[config.mk]
export PLATFORM = sky130hd
export DESIGN_NAME = bd_engine
export DESIGN_NICKNAME = d
export VERILOG_FILES = /design/src/rtl/bd_pkg.sv /design/src/rtl/bd_regfile.sv /design/src/rtl/bd_xfer.sv /design/src/rtl/bd_engine.sv
export SDC_FILE = /design/constraint.sdc
export NUM_CORES = 1
export LEC_CHECK = 0
export BUFFER_PORTS_ARGS = -buffer_cell sky130_fd_sc_hd__buf_2
export CORE_MARGIN = 5
export CORE_UTILIZATION = 53
export CTS_BUF_LIST = sky130_fd_sc_hd__clkbuf_16
export CTS_CLUSTER_DIAMETER = 40
export CTS_CLUSTER_SIZE = 24
export DETAILED_ROUTE_END_ITERATION = 8
export PLACE_DENSITY = 0.76
export SETUP_SLACK_MARGIN = 0.3
export SLEW_MARGIN = 20
export SYNTH_ARGS = -nofsm -noshare
export SYNTH_HDL_FRONTEND = slang
export SYNTH_HIERARCHICAL = 1
export SYNTH_SLANG_ARGS = --single-unit
[constraint.sdc]
create_clock -name clk_i -period 3.85 [get_ports clk_i]
set_input_delay 0.385 -clock clk_i [delete_from_list [all_inputs] [get_ports clk_i]]
set_output_delay 0.385 -clock clk_i [all_outputs]
set_load 0.05 [all_outputs]
[src/rtl/bd_pkg.sv]
package bd_pkg;
  localparam logic [3:0] PID_DATA0 = 4'b0011;
  localparam logic [3:0] PID_DATA1 = 4'b1011;

  localparam int OWN_BIT  = 7;
  localparam int TOG_BIT  = 6;
  localparam int KEEP_BIT = 5;
  localparam int HOLD_BIT = 4;
  localparam int CHK_BIT  = 3;
  localparam int CNT_LSB  = 16;
  localparam int CNT_W    = 10;

  typedef enum logic [1:0] {
    ST_IDLE,
    ST_XFER,
    ST_FIN
  } xfer_state_e;
endpackage

[src/rtl/bd_regfile.sv]
module bd_regfile #(
  parameter int IDX_W = 3
) (
  input  logic             clk_i,
  input  logic             rst_ni,
  input  logic             cfg_we_i,
  input  logic [IDX_W:0]   cfg_addr_i,
  input  logic [31:0]      cfg_wdata_i,
  output logic [31:0]      cfg_rdata_o,
  input  logic [IDX_W-1:0] rd_idx_i,
  output logic [31:0]      rd_ctl_o,
  output logic [31:0]      rd_addr_o,
  input  logic             wb_we_i,
  input  logic [IDX_W-1:0] wb_idx_i,
  input  logic [31:0]      wb_data_i
);
  import bd_pkg::*;

  localparam int NUM_DESC = 2 ** IDX_W;

  logic [31:0] ctl_q [NUM_DESC];
  logic [31:0] buf_q [NUM_DESC];

  logic [IDX_W-1:0] cfg_idx;
  assign cfg_idx = cfg_addr_i[IDX_W:1];

  for (genvar g = 0; g < NUM_DESC; g++) begin : g_desc
    // engine write-back wins over software
    always_ff @(posedge clk_i or negedge rst_ni) begin
      if (!rst_ni) begin
        ctl_q[g] <= '0;
      end else if (wb_we_i && wb_idx_i == IDX_W'(g)) begin
        ctl_q[g] <= wb_data_i;
      end else if (cfg_we_i && cfg_idx == IDX_W'(g) && !cfg_addr_i[0]) begin
        ctl_q[g] <= cfg_wdata_i;
      end
    end

    always_ff @(posedge clk_i or negedge rst_ni) begin
      if (!rst_ni) begin
        buf_q[g] <= '0;
      end else if (cfg_we_i && cfg_idx == IDX_W'(g) && cfg_addr_i[0]) begin
        buf_q[g] <= cfg_wdata_i;
      end
    end
  end

  assign cfg_rdata_o = cfg_addr_i[0] ? buf_q[cfg_idx] : ctl_q[cfg_idx];
  assign rd_ctl_o    = ctl_q[rd_idx_i];
  assign rd_addr_o   = buf_q[rd_idx_i];

  AST_WB_RELEASE: assert property (@(posedge clk_i) disable iff (!rst_ni)
    wb_we_i |-> !wb_data_i[OWN_BIT]);
endmodule

[src/rtl/bd_xfer.sv]
module bd_xfer #(
  parameter int EP_W = 2,
  localparam int IDX_W = EP_W + 1
) (
  input  logic             clk_i,
  input  logic             rst_ni,
  input  logic             tok_valid_i,
  input  logic [EP_W-1:0]  tok_ep_i,
  input  logic             tok_in_i,
  input  logic             rx_pid_valid_i,
  input  logic [3:0]       rx_pid_i,
  input  logic             rx_valid_i,
  input  logic [7:0]       rx_data_i,
  input  logic             rx_end_i,
  input  logic [31:0]      rd_ctl_i,
  input  logic [31:0]      rd_addr_i,
  output logic [IDX_W-1:0] rd_idx_o,
  output logic             wb_we_o,
  output logic [IDX_W-1:0] wb_idx_o,
  output logic [31:0]      wb_data_o,
  output logic             tx_valid_o,
  output logic [7:0]       tx_data_o,
  output logic [3:0]       tx_pid_o,
  output logic             tx_end_o,
  output logic [31:0]      mem_raddr_o,
  input  logic [7:0]       mem_rdata_i,
  output logic             mem_we_o,
  output logic [31:0]      mem_waddr_o,
  output logic [7:0]       mem_wdata_o,
  output logic             ack_o,
  output logic             nak_o,
  output logic             done_o,
  output logic [EP_W-1:0]  done_ep_o,
  output logic             done_in_o,
  output logic             ovf_o
);
  import bd_pkg::*;

  xfer_state_e      state_q;
  logic [IDX_W-1:0] idx_q;
  logic [31:0]      ctl_q;
  logic [31:0]      addr_q;
  logic [CNT_W-1:0] cnt_q;
  logic [3:0]       pid_q;
  logic             mism_q;
  logic             ovf_q;
  logic             nak_q;

  logic [CNT_W-1:0] limit;
  logic             dir_in;
  logic             room;
  logic [31:0]      addr_step;
  logic [3:0]       exp_pid;
  logic             commit;

  assign limit     = ctl_q[CNT_LSB +: CNT_W];
  assign dir_in    = idx_q[0];
  assign room      = cnt_q < limit;
  assign addr_step = ctl_q[HOLD_BIT] ? 32'd0 : 32'd1;
  assign exp_pid   = ctl_q[TOG_BIT] ? PID_DATA1 : PID_DATA0;
  assign rd_idx_o  = (state_q == ST_IDLE) ? {tok_ep_i, tok_in_i} : idx_q;

  always_ff @(posedge clk_i or negedge rst_ni) begin
    if (!rst_ni) begin
      state_q <= ST_IDLE;
      idx_q   <= '0;
      ctl_q   <= '0;
      addr_q  <= '0;
      cnt_q   <= '0;
      pid_q   <= '0;
      mism_q  <= 1'b0;
      ovf_q   <= 1'b0;
      nak_q   <= 1'b0;
    end else begin
      nak_q <= 1'b0;
      unique case (state_q)
        ST_IDLE: begin
          if (tok_valid_i) begin
            if (rd_ctl_i[OWN_BIT]) begin
              idx_q   <= {tok_ep_i, tok_in_i};
              ctl_q   <= rd_ctl_i;
              addr_q  <= rd_addr_i;
              cnt_q   <= '0;
              mism_q  <= 1'b0;
              pid_q   <= rd_ctl_i[TOG_BIT] ? PID_DATA1 : PID_DATA0;
              state_q <= ST_XFER;
            end else begin
              nak_q <= 1'b1;
            end
          end
        end
        ST_XFER: begin
          if (dir_in) begin
            if (room) begin
              cnt_q  <= cnt_q + 1'b1;
              addr_q <= addr_q + addr_step;
            end else begin
              state_q <= ST_FIN;
            end
          end else begin
            if (rx_pid_valid_i) begin
              pid_q  <= rx_pid_i;
              mism_q <= ctl_q[CHK_BIT] && (rx_pid_i != exp_pid);
            end
            if (rx_valid_i && !mism_q) begin
              if (room) begin
                cnt_q  <= cnt_q + 1'b1;
                addr_q <= addr_q + addr_step;
              end else begin
                ovf_q <= 1'b1;
              end
            end
            if (rx_end_i) state_q <= ST_FIN;
          end
        end
        default: state_q <= ST_IDLE;
      endcase
    end
  end

  assign tx_valid_o  = (state_q == ST_XFER) && dir_in && room;
  assign tx_data_o   = mem_rdata_i;
  assign tx_pid_o    = pid_q;
  assign mem_raddr_o = addr_q;

  assign mem_we_o    = (state_q == ST_XFER) && !dir_in && rx_valid_i && !mism_q && room;
  assign mem_waddr_o = addr_q;
  assign mem_wdata_o = rx_data_i;

  assign commit    = (state_q == ST_FIN) && !ctl_q[KEEP_BIT] && !mism_q;
  assign wb_we_o   = commit;
  assign wb_idx_o  = idx_q;
  assign wb_data_o = {ctl_q[31:26], cnt_q, ctl_q[15:8], 1'b0, ctl_q[TOG_BIT], pid_q, ctl_q[1:0]};

  assign done_o    = commit;
  assign done_ep_o = idx_q[IDX_W-1:1];
  assign done_in_o = idx_q[0];
  assign ack_o     = (state_q == ST_FIN) && !dir_in;
  assign tx_end_o  = (state_q == ST_FIN) && dir_in;
  assign nak_o     = nak_q;
  assign ovf_o     = ovf_q;

  AST_NAK_AFTER_TOK: assert property (@(posedge clk_i) disable iff (!rst_ni)
    nak_o |-> $past(tok_valid_i));
  AST_DONE_PULSE: assert property (@(posedge clk_i) disable iff (!rst_ni)
    done_o |=> !done_o);
  AST_OVF_STICKY: assert property (@(posedge clk_i) disable iff (!rst_ni)
    ovf_o |=> ovf_o);
  AST_ADDR_HOLD: assert property (@(posedge clk_i) disable iff (!rst_ni)
    (state_q == ST_XFER && $past(state_q) == ST_XFER && ctl_q[HOLD_BIT])
      |-> addr_q == $past(addr_q));
endmodule

[src/rtl/bd_engine.sv]
module bd_engine #(
  parameter int EP_W = 2
) (
  input  logic            clk_i,
  input  logic            rst_ni,
  input  logic            cfg_we_i,
  input  logic [EP_W+1:0] cfg_addr_i,
  input  logic [31:0]     cfg_wdata_i,
  output logic [31:0]     cfg_rdata_o,
  input  logic            tok_valid_i,
  input  logic [EP_W-1:0] tok_ep_i,
  input  logic            tok_in_i,
  input  logic            rx_pid_valid_i,
  input  logic [3:0]      rx_pid_i,
  input  logic            rx_valid_i,
  input  logic [7:0]      rx_data_i,
  input  logic            rx_end_i,
  output logic            tx_valid_o,
  output logic [7:0]      tx_data_o,
  output logic [3:0]      tx_pid_o,
  output logic            tx_end_o,
  output logic [31:0]     mem_raddr_o,
  input  logic [7:0]      mem_rdata_i,
  output logic            mem_we_o,
  output logic [31:0]     mem_waddr_o,
  output logic [7:0]      mem_wdata_o,
  output logic            ack_o,
  output logic            nak_o,
  output logic            done_o,
  output logic [EP_W-1:0] done_ep_o,
  output logic            done_in_o,
  output logic            ovf_o
);
  localparam int IDX_W = EP_W + 1;

  logic [IDX_W-1:0] rd_idx;
  logic [31:0]      rd_ctl;
  logic [31:0]      rd_addr;
  logic             wb_we;
  logic [IDX_W-1:0] wb_idx;
  logic [31:0]      wb_data;

  bd_regfile #(.IDX_W(IDX_W)) u_regs (
    .clk_i       (clk_i),
    .rst_ni      (rst_ni),
    .cfg_we_i    (cfg_we_i),
    .cfg_addr_i  (cfg_addr_i),
    .cfg_wdata_i (cfg_wdata_i),
    .cfg_rdata_o (cfg_rdata_o),
    .rd_idx_i    (rd_idx),
    .rd_ctl_o    (rd_ctl),
    .rd_addr_o   (rd_addr),
    .wb_we_i     (wb_we),
    .wb_idx_i    (wb_idx),
    .wb_data_i   (wb_data)
  );

  bd_xfer #(.EP_W(EP_W)) u_xfer (
    .clk_i          (clk_i),
    .rst_ni         (rst_ni),
    .tok_valid_i    (tok_valid_i),
    .tok_ep_i       (tok_ep_i),
    .tok_in_i       (tok_in_i),
    .rx_pid_valid_i (rx_pid_valid_i),
    .rx_pid_i       (rx_pid_i),
    .rx_valid_i     (rx_valid_i),
    .rx_data_i      (rx_data_i),
    .rx_end_i       (rx_end_i),
    .rd_ctl_i       (rd_ctl),
    .rd_addr_i      (rd_addr),
    .rd_idx_o       (rd_idx),
    .wb_we_o        (wb_we),
    .wb_idx_o       (wb_idx),
    .wb_data_o      (wb_data),
    .tx_valid_o     (tx_valid_o),
    .tx_data_o      (tx_data_o),
    .tx_pid_o       (tx_pid_o),
    .tx_end_o       (tx_end_o),
    .mem_raddr_o    (mem_raddr_o),
    .mem_rdata_i    (mem_rdata_i),
    .mem_we_o       (mem_we_o),
    .mem_waddr_o    (mem_waddr_o),
    .mem_wdata_o    (mem_wdata_o),
    .ack_o          (ack_o),
    .nak_o          (nak_o),
    .done_o         (done_o),
    .done_ep_o      (done_ep_o),
    .done_in_o      (done_in_o),
    .ovf_o          (ovf_o)
  );
endmodule

==> flow_summary.yaml <==
status:
  outcome: "finished clean"
critical_path:
  crit_path_end_kind: "output pin"
  worstPathRequired_ps: 3460
  crit_fanout: 18
  crit_type: "register to output pin"
  start_kind: "register"
  arrival_ps: 3050
cts:
  cts_sinks: 596
  cts_tree: "done"
  clockBufferDepth: 3
  root_buffer: "clkbuf_16"
  cts_setup_buffers: 0
  clk_latency_ps: 650
  numCtsBuffers: 96
  h-tree-depth: 3
  path_clk_slew_ps: 60
floorplan:
  num_io_pins: 192
  die_h_um: 267
  die_w_um: 267
  fp.dieArea_mm2: 0.0713
  coreArea_mm2: 0.0656
  std_cell_rows: 94
  start_util_pct: 53.3
timing:
  final.setup_skew_ps: 12.0
  fin_crit_ps: 3440
  setup_viol: 0
  final_max_slew_viol_count: 0
  tightest_slew_ps: 1100
  max_freq_mhz: 291
  rsz0062_at_grt: "false"
  final-hold-violation-count: 0
  slew_headroom_pct: 26.7
  tns_ps: 0
  fin_crit_sh_pct: 89.3
synth:
  synth_area_per_cell_um2: 11.0
  syn_nets: 3267
  yosys_warnings: 6
  syn-instance-count: 3189
  synth_area_mm2: 0.0350
hold_path:
  min_path_type: "primary input to register"
global_routing:
  grt_pass1_vias: 29598
  grt_max_degree: 129
  grtUsageMet2_pct: 48.6
  groute.usage.overall_pct: 32.2
  busiest_layer: "met2"
  grt_util_met3_pct: 10.7
  antenna_found_initial: 9
  overflow: 0
  met1_usage_pct: 42.2
  grt_pass1_wl_um: 179000
drt:
  dr.pass1.iters: 8
  routed_wl_um: 117000
  antenna_left: 0
  drc_errors: 0
  via_per_inst: 7.27
  num_vias: 29384
  avgRoutedWirePerCell_um: 29.0
  drt_iter0_drc: 4288
power_and_ir_drop:
  p_comb_share_pct: 42.4
  power_frac_clock_pct: 25.6
  powerDensity_mw_per_mm2: 878
  p_leak_nw: 16.0
  finalPower_mw: 34.5
  p_int_mw: 20.6
  peakVddDrop_mv: 1.01
  switchingPower_mw: 13.8
  swShare_pct: 40.1
  seqPwrFrac_pct: 31.9
cells_and_area:
  nets: 3170
  layout_common_cells: "dfrtp_1 (591), nor2_1 (291), nand3_1 (277)"
  area_delta_synth_final_pct: 12.1
  fin_cells: 4040
  final_common_cell: "dfrtp_1"
  postLayoutCellArea_mm2: 0.0392
  drive_gt1_share_pct: 29.3
  post-route-util_pct: 59.8
placed_design:
  placedCellCount: 3855
  place_area_mm2: 0.0359
  port_buffers: 159
  dp_hpwl_um: 65700
  place.gp.congestion: 0.873
run:
  max_cap_viol_count: 0
[through the flow]
stage / hold WS [ps] / setup slack [ps]
2_1_floorplan: 89.4 / 340
3_5_place_dp: 406 / 435
4_1_cts: 0.620 / 314
3_3_place_gp: 405 / 532
6_report: 19.5 / 411
5_1_grt: 23.7 / 305
[power by group through the flow]
stage	Sequential [mW]	Combinational [mW]	Clock [mW]
3_5_place_dp	10.9	14.2	0
6_report	11.0	14.6	8.83
2_1_floorplan	10.6	10.8	0
5_1_grt	11.3	15.4	9.16
3_3_place_gp	10.8	13.9	0
4_1_cts	10.9	14.3	8.87
[path summary, 6_finish.rpt]
path | from | end | slack, ps | cells past startpoint
worst max-delay path | u_xfer/cnt_q[6] | tx_valid_o | 410 | 6
worst min register to register | u_xfer/ovf_o | u_xfer/ovf_o | 460 | 1
worst min-delay path | rx_pid_i[3] | u_xfer/tx_pid_o[3] | 20 | 3
worst max register to register | u_xfer/state_q[0] | u_xfer/cnt_q[1] | 490 | 11
min in group asynchronous | rst_ni | u_regs/ctl_q[207] | 310 | 2
max in group asynchronous | rst_ni | u_regs/buf_q[214] | 2320 | 3
[per-layer routing]
metal	routed length, um	vias to the layer above
li1	-	11756
met4	6650	10
met2	52400	2417
met1	41500	14659
met5	61	-
met3	16600	542
[worst max-delay path, cell delays in order, from the launching register on]
cell and delay [ps]:
dfrtp_1 560, ha_1 390, nand4_1 170, or2_2 370
o221ai_4 520, nor3_1 140, buf_2 250
[state kept, by name, indices dropped and copies added (netlist names), 2 cells and up]
register and count:
u_xfer/state_q 2, u_regs/ctl_q 256, u_xfer/cnt_q 10, u_xfer/wb_idx_o 3
u_xfer/ctl_q 30, u_regs/buf_q 256, u_xfer/tx_pid_o 4, u_xfer/mem_raddr_o 32
[repair_timing]
item	CTS	global route
resized for setup	1	5
hold buffers	3	0
cloned	0	0
hold endpoints to repair	61	0
pin swaps	0	0
endpoints found under the setup margin	2	38
[layout make-up]
| cell class | instances | area, um2 |
|---|---|---|
| inverters | 18 | 67.6 |
| fillers | 4981 | 26400 |
| clock inverters | 79 | 838 |
| repair buffers | 250 | 1880 |
| diodes | 5 | 12.5 |
| multi-input cells | 2130 | 18000 |
| flip-flops and latches | 596 | 14900 |
| clock buffers | 98 | 2450 |
| well taps | 864 | 1080 |
No activity file was read; power rests on OpenSTA's default activity.
